## config.mk

```make
export PLATFORM = sky130hd
export DESIGN_NAME = timer8_wavegen
export DESIGN_NICKNAME = d
export VERILOG_FILES = /design/src/rtl/timer8_pkg.sv /design/src/rtl/timer8_datapath.sv /design/src/rtl/timer8_control.sv /design/src/rtl/timer8_wavegen.sv
export SDC_FILE = /design/constraint.sdc
export NUM_CORES = 1
export LEC_CHECK = 0
export BUFFER_PORTS_ARGS = -buffer_cell sky130_fd_sc_hd__buf_2
export CAP_MARGIN = 25
export CELL_PAD_IN_SITES_DETAIL_PLACEMENT = 0
export CELL_PAD_IN_SITES_GLOBAL_PLACEMENT = 1
export CORE_MARGIN = 4
export CORE_UTILIZATION = 48
export DETAILED_ROUTE_END_ITERATION = 7
export GPL_TIMING_DRIVEN = 0
export PLACE_DENSITY_LB_ADDON = 0.25
export SYNTH_ARGS = -nofsm -noshare
export SYNTH_HDL_FRONTEND = slang
export SYNTH_SLANG_ARGS = --single-unit
```

## constraint.sdc

```tcl
create_clock -name clk -period 7.6 [get_ports clk]
set_input_delay 0.38 -clock clk [delete_from_list [all_inputs] [get_ports clk]]
set_output_delay 0.38 -clock clk [all_outputs]
set_load 0.03 [all_outputs]
```

## src/rtl/timer8_pkg.sv

```systemverilog
package timer8_pkg;
  localparam int CNT_W  = 8;
  localparam int ADDR_W = 3;
  localparam int FLAG_N = 3;
  localparam int CH_N   = 2;

  localparam logic [ADDR_W-1:0] ADDR_CFG   = 3'd0;
  localparam logic [ADDR_W-1:0] ADDR_CNT   = 3'd1;
  localparam logic [ADDR_W-1:0] ADDR_CMPA  = 3'd2;
  localparam logic [ADDR_W-1:0] ADDR_CMPB  = 3'd3;
  localparam logic [ADDR_W-1:0] ADDR_IEN   = 3'd4;
  localparam logic [ADDR_W-1:0] ADDR_FLAG  = 3'd5;
  localparam logic [ADDR_W-1:0] ADDR_FORCE = 3'd6;

  localparam int FLG_OVF = 0;

  localparam logic [CNT_W-1:0] CNT_MAX = {CNT_W{1'b1}};

  typedef enum logic [1:0] {STEP_HOLD, STEP_INC, STEP_DEC, STEP_CLR} step_e;

  typedef struct packed {
    step_e step;
    logic  goDown;
    logic  goUp;
    logic  loadCmp;
    logic  immUpd;
  } dpCtl_t;

  typedef struct packed {
    logic [CNT_W-1:0] cnt;
    logic             down;
    logic [CNT_W-1:0] cmpA;
    logic [CNT_W-1:0] cmpB;
    logic             blocked;
  } dpStat_t;
endpackage

```

## src/rtl/timer8_datapath.sv

```systemverilog
module timer8_datapath
  import timer8_pkg::*;
(
  input  logic                   clk,
  input  logic                   rstN,
  input  logic                   tick,
  input  logic                   cntWr,
  input  logic [CH_N-1:0]        cmpWr,
  input  logic [CNT_W-1:0]       wrData,
  input  dpCtl_t                 ctl,
  output dpStat_t                stat
);
  logic [CNT_W-1:0] cntR;
  logic             downR;
  logic             blockR;
  logic [CNT_W-1:0] actR [CH_N];

  always_ff @(posedge clk) begin
    if (!rstN) begin
      cntR   <= '0;
      downR  <= 1'b0;
      blockR <= 1'b0;
    end else begin
      if (cntWr) begin
        cntR   <= wrData;
        blockR <= 1'b1;
      end else begin
        unique case (ctl.step)
          STEP_INC: cntR <= cntR + 1'b1;
          STEP_DEC: cntR <= cntR - 1'b1;
          STEP_CLR: cntR <= '0;
          default:  cntR <= cntR;
        endcase
        if (tick) blockR <= 1'b0;
      end
      if (ctl.goDown)    downR <= 1'b1;
      else if (ctl.goUp) downR <= 1'b0;
    end
  end

  for (genvar i = 0; i < CH_N; i++) begin : g_cmp
    logic [CNT_W-1:0] bufR;
    always_ff @(posedge clk) begin
      if (!rstN) begin
        bufR    <= '0;
        actR[i] <= '0;
      end else begin
        if (cmpWr[i]) bufR <= wrData;
        if (cmpWr[i] && ctl.immUpd) actR[i] <= wrData;
        else if (ctl.loadCmp)       actR[i] <= bufR;
      end
    end
  end

  always_comb begin
    stat.cnt     = cntR;
    stat.down    = downR;
    stat.cmpA    = actR[0];
    stat.cmpB    = actR[1];
    stat.blocked = blockR;
  end
endmodule

```

## src/rtl/timer8_control.sv

```systemverilog
module timer8_control
  import timer8_pkg::*;
(
  input  logic              clk,
  input  logic              rstN,
  input  logic              tick,
  input  logic              cfgWr,
  input  logic              ienWr,
  input  logic              flagWr,
  input  logic              forceWr,
  input  logic [CNT_W-1:0]  wrData,
  input  logic [FLAG_N-1:0] intAck,
  input  dpStat_t           stat,
  output dpCtl_t            ctl,
  output logic [CNT_W-1:0]  cfg,
  output logic [FLAG_N-1:0] ien,
  output logic [FLAG_N-1:0] flags,
  output logic [CH_N-1:0]   wav,
  output logic [CH_N-1:0]   ovr,
  output logic              irq
);
  logic [CNT_W-1:0]  cfgR;
  logic [FLAG_N-1:0] ienR, flagR;
  logic [CH_N-1:0]   wavR;

  logic [2:0] mode;
  logic [1:0] code [CH_N];
  logic isPhase, isFast, isCtc, isPwm, topIsA;
  logic [CNT_W-1:0] topVal;
  logic atTop, atZero, atMax, turnDown, ovfSet;
  logic [CH_N-1:0] match, forced;
  logic [CNT_W-1:0] cmpVal [CH_N];

  assign mode    = cfgR[2:0];
  assign code[0] = cfgR[5:4];
  assign code[1] = cfgR[7:6];
  assign cmpVal[0] = stat.cmpA;
  assign cmpVal[1] = stat.cmpB;

  assign isPhase = (mode == 3'd1) || (mode == 3'd5);
  assign isFast  = (mode == 3'd3) || (mode == 3'd7);
  assign isCtc   = (mode == 3'd2);
  assign isPwm   = isPhase || isFast;
  assign topIsA  = isCtc || (mode == 3'd5) || (mode == 3'd7);
  assign topVal  = topIsA ? stat.cmpA : CNT_MAX;
  assign atTop   = (stat.cnt == topVal);
  assign atZero  = (stat.cnt == '0);
  assign atMax   = (stat.cnt == CNT_MAX);
  // direction whose action applies at this step: the one being entered at a turn
  assign turnDown = stat.down ? !atZero : atTop;

  always_comb begin
    ctl = '0;
    ctl.immUpd = !isPwm;
    if (tick) begin
      if (isPhase) begin
        if (!stat.down) begin
          if (atTop) begin
            ctl.goDown  = 1'b1;
            ctl.step    = atZero ? STEP_HOLD : STEP_DEC;
            ctl.loadCmp = 1'b1;
          end else ctl.step = STEP_INC;
        end else begin
          if (atZero) begin
            ctl.goUp = 1'b1;
            ctl.step = atTop ? STEP_HOLD : STEP_INC;
          end else ctl.step = STEP_DEC;
        end
      end else if (isFast || isCtc) begin
        ctl.step    = atTop ? STEP_CLR : STEP_INC;
        ctl.loadCmp = isFast && atTop;
      end else begin
        ctl.step = STEP_INC;
      end
    end
  end

  assign ovfSet = tick && (isFast ? atTop : (isPhase ? (stat.down && atZero) : atMax));

  for (genvar i = 0; i < CH_N; i++) begin : g_ch
    logic nxt;
    assign match[i]  = tick && !stat.blocked && (stat.cnt == cmpVal[i]);
    assign forced[i] = forceWr && wrData[i] && !isPwm;
    assign ovr[i]    = (code[i] != 2'b00);

    always_comb begin
      nxt = wavR[i];
      if (!isPwm) begin
        if (match[i] || forced[i]) begin
          unique case (code[i])
            2'b01:   nxt = ~wavR[i];
            2'b10:   nxt = 1'b0;
            2'b11:   nxt = 1'b1;
            default: nxt = wavR[i];
          endcase
        end
      end else if (code[i] == 2'b01) begin
        if ((i == 0) && mode[2] && match[i]) nxt = ~wavR[i];
      end else if (code[i][1]) begin
        if (isFast) begin
          if (tick && atTop)  nxt = ~code[i][0];
          else if (match[i])  nxt = code[i][0];
        end else if (match[i]) begin
          nxt = turnDown ? ~code[i][0] : code[i][0];
        end
      end
    end

    always_ff @(posedge clk) begin
      if (!rstN) wavR[i] <= 1'b0;
      else       wavR[i] <= nxt;
    end
  end

  always_ff @(posedge clk) begin
    if (!rstN) begin
      cfgR  <= '0;
      ienR  <= '0;
      flagR <= '0;
    end else begin
      if (cfgWr) cfgR <= wrData;
      if (ienWr) ienR <= wrData[FLAG_N-1:0];
      flagR <= (flagR & ~(intAck | (flagWr ? wrData[FLAG_N-1:0] : '0)))
             | {match[1], match[0], ovfSet};
    end
  end

  assign cfg   = cfgR;
  assign ien   = ienR;
  assign flags = flagR;
  assign wav   = wavR;
  assign irq   = |(flagR & ienR);
endmodule

```

## src/rtl/timer8_wavegen.sv

```systemverilog
module timer8_wavegen
  import timer8_pkg::*;
(
  input  logic              clk,
  input  logic              rstN,
  input  logic              cntEn,
  input  logic              wrEn,
  input  logic [ADDR_W-1:0] wrAddr,
  input  logic [CNT_W-1:0]  wrData,
  input  logic [ADDR_W-1:0] rdAddr,
  output logic [CNT_W-1:0]  rdData,
  input  logic [FLAG_N-1:0] intAck,
  output logic              wavA,
  output logic              wavB,
  output logic              ovrA,
  output logic              ovrB,
  output logic              irq
);
  dpCtl_t  ctl;
  dpStat_t stat;
  logic [CNT_W-1:0]  cfg;
  logic [FLAG_N-1:0] ien, flagsNow;
  logic [CH_N-1:0]   wav, ovr;
  logic [CNT_W-1:0]  cntNow, topNow;
  logic [2:0]        modeNow;
  logic              dirDown;

  timer8_datapath dp_i (
    .clk(clk), .rstN(rstN), .tick(cntEn),
    .cntWr(wrEn && wrAddr == ADDR_CNT),
    .cmpWr({wrEn && wrAddr == ADDR_CMPB, wrEn && wrAddr == ADDR_CMPA}),
    .wrData(wrData), .ctl(ctl), .stat(stat)
  );

  timer8_control ctrl_i (
    .clk(clk), .rstN(rstN), .tick(cntEn),
    .cfgWr(wrEn && wrAddr == ADDR_CFG),
    .ienWr(wrEn && wrAddr == ADDR_IEN),
    .flagWr(wrEn && wrAddr == ADDR_FLAG),
    .forceWr(wrEn && wrAddr == ADDR_FORCE),
    .wrData(wrData), .intAck(intAck), .stat(stat), .ctl(ctl),
    .cfg(cfg), .ien(ien), .flags(flagsNow), .wav(wav), .ovr(ovr), .irq(irq)
  );

  always_comb begin
    unique case (rdAddr)
      ADDR_CFG:  rdData = cfg;
      ADDR_CNT:  rdData = stat.cnt;
      ADDR_CMPA: rdData = stat.cmpA;
      ADDR_CMPB: rdData = stat.cmpB;
      ADDR_IEN:  rdData = {{(CNT_W-FLAG_N){1'b0}}, ien};
      ADDR_FLAG: rdData = {{(CNT_W-FLAG_N){1'b0}}, flagsNow};
      default:   rdData = '0;
    endcase
  end

  assign wavA    = wav[0];
  assign wavB    = wav[1];
  assign ovrA    = ovr[0];
  assign ovrB    = ovr[1];
  assign cntNow  = stat.cnt;
  assign dirDown = stat.down;
  assign modeNow = cfg[2:0];
  assign topNow  = ((modeNow == 3'd2) || (modeNow == 3'd5) || (modeNow == 3'd7)) ? stat.cmpA : CNT_MAX;
endmodule

```

==> flow_summary.yaml, run 1 <==
clocking:
  cts.htree.levels: 3
  cts-resized-gates: 0
  cts_buffer_depth: 2
  cts.repair_timing.setup_buffer_count: 0
  worst_setup_hold_path_clk_slew_ns: 0.08
  cts-root-buf: "sky130_fd_sc_hd__clkbuf_8"
  tritoncts: "done"
  clock_buffers_created_by_tritoncts: 9
  insertion_delay_ns: 0.35
  cts_hold_repair.buffers: 0
  cts.sinks: 58
sta:
  final-max-slew-violation-count: 0
  timing.clock.skew_ns: 0.00845
  max_slew.worst_pin.slew_ns: 1.02
  maxClockFrequency_mhz: 218
  post-route-period-util: 0.603
  grt_setup_unrepaired: "no"
  tns_ns: 0
  fin_ws_ns: 3.02
  final-setup-viol-count: 0
  final_hold_viol_count: 0
  slew-limit-headroom: 0.316
  hold-worst-slack_ns: 0.300
  period_minus_ws_final_ns: 4.58
cells_and_area:
  insertedDiodeCount: 0
  design.final.nets: 535
  layout_common_cells: "90 x sky130_fd_sc_hd__nand2_1, 53 x sky130_fd_sc_hd__a21oi_1, 42 x sky130_fd_sc_hd__dfxtp_1"
  layout.cells.most_common: "sky130_fd_sc_hd__nand2_1"
  area.growth.synth_to_final_pct: 13.8
  drive_above_1_share: 0.124
die:
  initial_utilization: 0.490
  die-height_um: 96.6
  ios: 34
  placementRows: 32
  die_w_um: 96.6
  core_um2: 7690
  fp.dieArea_um2: 9330
critical_path:
  worstSetupStartpointType: "flip-flop"
  cp_slowest_stage_delay_ns: 0.73
  cp_data_required_time_ns: 7.86
  timing.critical_path.cells: "clkbuf_1, xor2_1, nor3_1, or4b_1, buf_2, a21o_1, a2111oi_4, ha_1, a211oi_1, o21bai_1, a2111oi_0, or3_1, xnor2_1, mux2i_1, o31ai_1"
  worst_ep_arrival_time_ns: 4.84
  crit_fanout: 8
  worst_path_dominant_cell_family: "compound AO/OA/AOI/OAI gates"
  path_buf_inv: 2
  timing.critical_path.slowest_stage_cell: "sky130_fd_sc_hd__a2111oi_4"
  timing.setup.critical_path_class: "flip-flop to flip-flop"
  end_kind: "flip-flop"
placement:
  dp_hpwl_um: 8200
  place.gp.congestion: 0.921
  portBuffers: 26
  dp_worst_setup_slack_ns: 2.71
grt:
  grtUsageMet2: 0.412
  grt_antenna_before_repair: 0
  grt_overflow_total: 0
  use_met1: 0.341
  grtUsageMet3: 0.0488
  top_usage_layer: "met2"
  grt_start_max_net_pins: 13
  first_global_vias: 3408
  grt.total_usage: 0.254
  grt_pass1_wl_um: 17700
power_and_ir_drop:
  power.leakage_nw: 1.61
  total_power_per_unit_cell_area_nw_per_um2: 192
  total_power_w: 0.000824
  ir_worst_vdd_mv: 0.135
synth:
  number_of_storage_elements_in_the_synthesis_netlist: 58
  synth_async_sr_flop_share: 0
  synth_fp_nets: 497
  synth-warning-count: 0
  synth-edff-count: 16
  synth_cell_types: 66
  synth-seq-area-share: 0.351
  avgSynthCellArea_um2: 8.08
  leading_register_cell_type_out_of_synthesis: "sky130_fd_sc_hd__dfxtp_1"
  synth_cells: 466
  netlist_area_um2: 3770
route:
  drc: 0
  finalWirelength_um: 11200
  drt.antenna.violating_nets: 0
  via_per_inst: 5.93
  wl_per_cell_um: 18.4
  drt_pass1_iterations: 5
  drt_iter0_drc: 250
  route.vias.total: 3623
outcome:
  result_of_the_run: "completed"
min_path:
  hp-class: "input pin to flip-flop"
run:
  max_cap_viol_count: 0
-- Yosys cell counts (3+ instances only) --
cell	count	share of area
sky130_fd_sc_hd__a2111oi_0	4	0.0093
sky130_fd_sc_hd__a21o_1	3	0.0060
sky130_fd_sc_hd__a21oi_1	53	0.070
sky130_fd_sc_hd__a22o_1	10	0.023
sky130_fd_sc_hd__a22oi_1	3	0.0060
sky130_fd_sc_hd__a311oi_1	8	0.019
sky130_fd_sc_hd__a31oi_1	4	0.0066
sky130_fd_sc_hd__and3_1	4	0.0066
sky130_fd_sc_hd__buf_1	3	0.0030
sky130_fd_sc_hd__buf_2	4	0.0053
sky130_fd_sc_hd__clkbuf_1	24	0.024
sky130_fd_sc_hd__dfxtp_1	42	0.22
sky130_fd_sc_hd__edfxtp_1	16	0.13
sky130_fd_sc_hd__ha_1	9	0.030
sky130_fd_sc_hd__inv_1	16	0.016
sky130_fd_sc_hd__mux2i_1	9	0.024
sky130_fd_sc_hd__mux4_2	5	0.030
sky130_fd_sc_hd__nand2_1	90	0.090
sky130_fd_sc_hd__nand2b_1	4	0.0066
sky130_fd_sc_hd__nand3_1	14	0.019
sky130_fd_sc_hd__nand3b_1	4	0.0080
sky130_fd_sc_hd__nor2_1	26	0.026
sky130_fd_sc_hd__nor2b_1	14	0.023
sky130_fd_sc_hd__nor3_1	14	0.019
sky130_fd_sc_hd__o21ai_0	10	0.013
sky130_fd_sc_hd__o22ai_1	3	0.0050
sky130_fd_sc_hd__o31ai_1	3	0.0060
sky130_fd_sc_hd__or4_1	3	0.0060
sky130_fd_sc_hd__xnor2_1	12	0.028
sky130_fd_sc_hd__xor2_1	4	0.0093
-- worst reg2reg max path, stage by stage (launching register included) --
cell,delay [ns]
sky130_fd_sc_hd__dfxtp_1,0.33
sky130_fd_sc_hd__clkbuf_1,0.39
sky130_fd_sc_hd__xor2_1,0.13
sky130_fd_sc_hd__nor3_1,0.24
sky130_fd_sc_hd__or4b_1,0.46
sky130_fd_sc_hd__buf_2,0.17
sky130_fd_sc_hd__a21o_1,0.26
sky130_fd_sc_hd__a2111oi_4,0.73
sky130_fd_sc_hd__ha_1,0.37
sky130_fd_sc_hd__a211oi_1,0.23
sky130_fd_sc_hd__o21bai_1,0.13
sky130_fd_sc_hd__a2111oi_0,0.39
sky130_fd_sc_hd__or3_1,0.19
sky130_fd_sc_hd__xnor2_1,0.13
sky130_fd_sc_hd__mux2i_1,0.10
sky130_fd_sc_hd__o31ai_1,0.24
-- worst paths after layout --
path	cells after the start	slack [ns]	start	end
hold / removal	3	0.30	intAck[2]	ctrl_i.flags[2]
setup / recovery	15	3.02	dp_i.cntR[2]	dp_i.cntR[7]
setup reg to reg	15	3.02	dp_i.cntR[2]	dp_i.cntR[7]
hold reg to reg	2	0.46	dp_i.g_cmp[0].bufR[5]	dp_i.g_cmp[0].bufR[5]
-- metrics by stage --
| stage | instance area (µm²) | utilization | std cells |
|---|---|---|---|
| floorplan | 3770 | - | 466 |
| global placement | 4020 | 0.523 | 594 |
| detailed placement | 4020 | 0.523 | 594 |
| CTS | 4270 | 0.556 | 610 |
| global route | 4290 | 0.557 | 611 |
| finish | 4290 | 0.557 | 611 |
-- layout make-up --
cell class                      instances  area [µm²]
Buffer                                 33         134
Clock buffer                            9         124
Clock inverter                          7         125
Fill cell                             747        3400
Inverter                               17        63.8
Multi-Input combinational cell        358        2250
Sequential cell                        58        1320
Tap cell                              102         128
Timing Repair Buffer                   27         143
-- per-layer routing --
metal	up-vias	wire, µm
li1	1757	-
met1	1696	5000
met2	143	5220
met3	27	726
met4	0	289
met5	-	0
-- registers in the layout (all words and copies together) (netlist names) --
| signal | count |
|---|---|
| ctrl_i.wav | 2 |
| ctrl_i.ien | 3 |
| ctrl_i.flags | 3 |
| ctrl_i.cfg | 8 |
| dp_i.g_cmp.bufR | 16 |
| dp_i.actR | 16 |
| dp_i.blockR | 1 |
| dp_i.cntR | 8 |
| dp_i.downR | 1 |
-- power breakdown --
| part | switching [W] | internal, W | total (W) |
|---|---|---|---|
| Sequential | 0.0000110 | 0.000328 | 0.000339 |
| Clock | 0.000145 | 0.000221 | 0.000366 |
| Combinational | 0.0000754 | 0.0000428 | 0.000118 |
| Total | 0.000232 | 0.000592 | 0.000824 |
-- logic make-up (layout without fill, tap and decap cells) --
group / after synthesis / count (layout) / share of synthesized area
simple gates: 187 / 187 / 0.231
compound gates: 128 / 128 / 0.230
flops: 58 / 58 / 0.351
buf+inv: 50 / 93 / 0.0525
mux: 17 / 17 / 0.0638
xor+xnor: 16 / 16 / 0.0372
fa+ha+maj: 10 / 10 / 0.0352
(Power assumes the default switching activity.)
==> run 2: changes to the inputs <==
CORE_UTILIZATION = 41   (was 48)
clock period = 3.9 ns   (was 7.6 ns; I/O delays follow)
==> run 2 against run 1 <==
Compared with the run above:
- cell count increased by 1.6%
- count of clock-buffer cells in the layout increased by 1
- flip-flop and latch count unchanged
- via count increased by 1.8%
- utilization decreased by 6.3 points
- worst setup slack got worse by 2.9 ns
- design area increased by 2.1%
- register-to-register slack got worse by 2.9 ns
- critical path depth decreased by 1
- fmax increased by 20%
- sequential share of layout area decreased by 0.45 points
- power increased by 72%
- largest cell class unchanged
==> flow_summary.yaml, run 2 (same netlist as run 1, synthesis figures left out) <==
outcome:
  result_of_the_run: "completed"
grt:
  grt_pass1_wl_um: 19300
  grt_start_max_net_pins: 12
  grt_antenna_before_repair: 0
  first_global_vias: 3610
  grt_overflow_total: 0
  grt.total_usage: 0.225
run:
  max_cap_viol_count: 0
route:
  drt_pass1_iterations: 6
  met1Wirelength_um: 5530
  via_per_inst: 5.94
  drc: 0
  highest_signal_layer: "met4"
  route.vias.total: 3688
  wire_length_on_met2_um: 5750
  finalWirelength_um: 12300
  wl_per_cell_um: 19.8
  drt.antenna.violating_nets: 0
  drt_iter0_drc: 384
  route.met3.wl_um: 671
sta:
  maxClockFrequency_mhz: 262
  period_minus_ws_final_ns: 3.81
  final-setup-viol-count: 0
  hold-worst-slack_ns: 0.136
  slew-limit-headroom: 0.315
  grt_setup_unrepaired: "yes"
  post-route-period-util: 0.977
  tns_ns: 0
  final_hold_viol_count: 0
  final-max-slew-violation-count: 0
  timing.clock.skew_ns: 0.00979
  max_slew.worst_pin.slew_ns: 1.02
  fin_ws_ns: 0.0880
min_path:
  min_path_cells: 3
  hold-path-endpoint: "ctrl_i.flags[2]"
  worst_hold_startpoint: "intAck[2]"
  hp-class: "input pin to flip-flop"
cells_and_area:
  layout_common_cells: "89 x sky130_fd_sc_hd__nand2_1, 51 x sky130_fd_sc_hd__a21oi_1, 38 x sky130_fd_sc_hd__dfxtp_1"
  biggestRegsByFlops: "dp_i.actR x16, dp_i.g_cmp.bufR x16"
  drive_above_1_share: 0.177
  layout.cells.most_common: "sky130_fd_sc_hd__nand2_1"
  design.final.nets: 539
  insertedDiodeCount: 0
  area_of_all_placed_cells_without_fillers_um2: 4370
  area.growth.synth_to_final_pct: 16.1
clocking:
  cts.sinks: 58
  worst_setup_hold_path_clk_slew_ns: 0.08
  insertion_delay_ns: 0.34
  cts.htree.levels: 3
  tritoncts: "done"
  cts-root-buf: "sky130_fd_sc_hd__clkbuf_8"
  cts_buffer_depth: 2
  cts_hold_repair.buffers: 0
  clock_buffers_created_by_tritoncts: 9
critical_path:
  worst_path_dominant_cell_family: "compound AO/OA/AOI/OAI gates"
  timing.setup.critical_path_class: "flip-flop to flip-flop"
  path_buf_inv: 1
  regToRegEndpoint: "dp_i.cntR[7]"
  timing.critical_path.slowest_stage_cell: "sky130_fd_sc_hd__or4b_4"
  cp_data_required_time_ns: 4.13
  timing.reg2reg.setup_slack_ns: 0.09
  reg2reg_from: "dp_i.actR[0][0]"
  worst_ep_arrival_time_ns: 4.04
  worst-path-stages: 14
  worstSetupStartpointType: "flip-flop"
  cp_slowest_stage_delay_ns: 0.54
  timing.critical_path.cells: "xor2_1, a221o_1, or4b_4, a21o_4, a2111oi_4, buf_6, ha_4, a211oi_4, o21bai_2, a2111oi_2, or3_1, xnor2_2, mux2i_1, o31ai_1"
  end_kind: "flip-flop"
  worst-r2r-cell-count: 14
  crit_fanout: 5
power_and_ir_drop:
  total_power_per_unit_cell_area_nw_per_um2: 323
  total_power_w: 0.00141
  power.leakage_nw: 1.62
  ir_worst_vdd_mv: 0.287
die:
  initial_utilization: 0.426
  ios: 34
  core_um2: 8850
  die_w_um: 104
  fp.dieArea_um2: 10800
  die-height_um: 104
  placementRows: 34
placement:
  placedInstanceArea_um2: 4040
  dp_hpwl_um: 8640
  dp_worst_setup_slack_ns: -0.574
  portBuffers: 26
  place.gp.congestion: 0.939
==> run 2: cell types whose count changed in the layout (fill, tap and decap cells not counted), sizes merged <==
cell / previous run / this run
buf: 34 / 39
inv: 19 / 18
clkinv: 2 / 3
dlymetal6s2s: 1 / 0
clkbuf: 34 / 35
bufinv: 3 / 0
clkinvlp: 0 / 2
==> run 2: worst reg2reg max path: stages, from the launching register on <==
cell,delay [ns]
sky130_fd_sc_hd__edfxtp_1,0.45
sky130_fd_sc_hd__xor2_1,0.18
sky130_fd_sc_hd__a221o_1,0.29
sky130_fd_sc_hd__or4b_4,0.54
sky130_fd_sc_hd__a21o_4,0.27
sky130_fd_sc_hd__a2111oi_4,0.30
sky130_fd_sc_hd__buf_6,0.19
sky130_fd_sc_hd__ha_4,0.22
sky130_fd_sc_hd__a211oi_4,0.20
sky130_fd_sc_hd__o21bai_2,0.12
sky130_fd_sc_hd__a2111oi_2,0.34
sky130_fd_sc_hd__or3_1,0.20
sky130_fd_sc_hd__xnor2_2,0.12
sky130_fd_sc_hd__mux2i_1,0.21
sky130_fd_sc_hd__o31ai_1,0.09
==> run 2: report_power, final <==
part | internal (W) | switching, W
logic | 0.0000919 | 0.000155
clock network | 0.000231 | 0.000273
registers | 0.000639 | 0.0000244
total | 0.000962 | 0.000452
==> run 2: layer usage <==
metal | global-route usage | vias to the layer above
li1 | - | 1771
met1 | 0.299 | 1781
met2 | 0.364 | 109
met3 | 0.0392 | 27
met4 | 0.0883 | 0
met5 | 0 | -
==> run 2: what timing repair did <==
item | CTS | global route
setup endpoints to repair | 5 | 2
pin swaps | 5 | 7
buffers inserted | 4 | 0
resized for setup | 21 | 19
==> run 2: layout make-up <==
type,count,area (µm²)
Fill cell,873,4470
Clock inverter,6,42.5
Timing Repair Buffer,32,174
Inverter,17,66.3
Buffer,32,140
Sequential cell,58,1330
Multi-Input combinational cell,358,2360
Tap cell,108,135
Clock buffer,10,128
==> run 2: worst max-delay path by stage <==
stage,slack [ns],from,end
6_report,0.09,dp_i.actR[0][0],dp_i.cntR[7]
5_1_grt,-0.09,dp_i.actR[0][0],dp_i.cntR[7]
4_1_cts,0.002,dp_i.cntR[2],dp_i.cntR[6]
3_5_place_dp,-0.57,dp_i.cntR[2],dp_i.cntR[7]
3_3_place_gp,-1.05,dp_i.cntR[5],dp_i.cntR[7]
2_1_floorplan,0.04,ctrl_i.cfg[0],dp_i.cntR[7]
==> run 2: through the flow <==
stage               utilization  cells
finish                    0.494    621
global route              0.494    621
CTS                       0.487    621
detailed placement        0.456    601
global placement          0.456    600
floorplan                     -    466
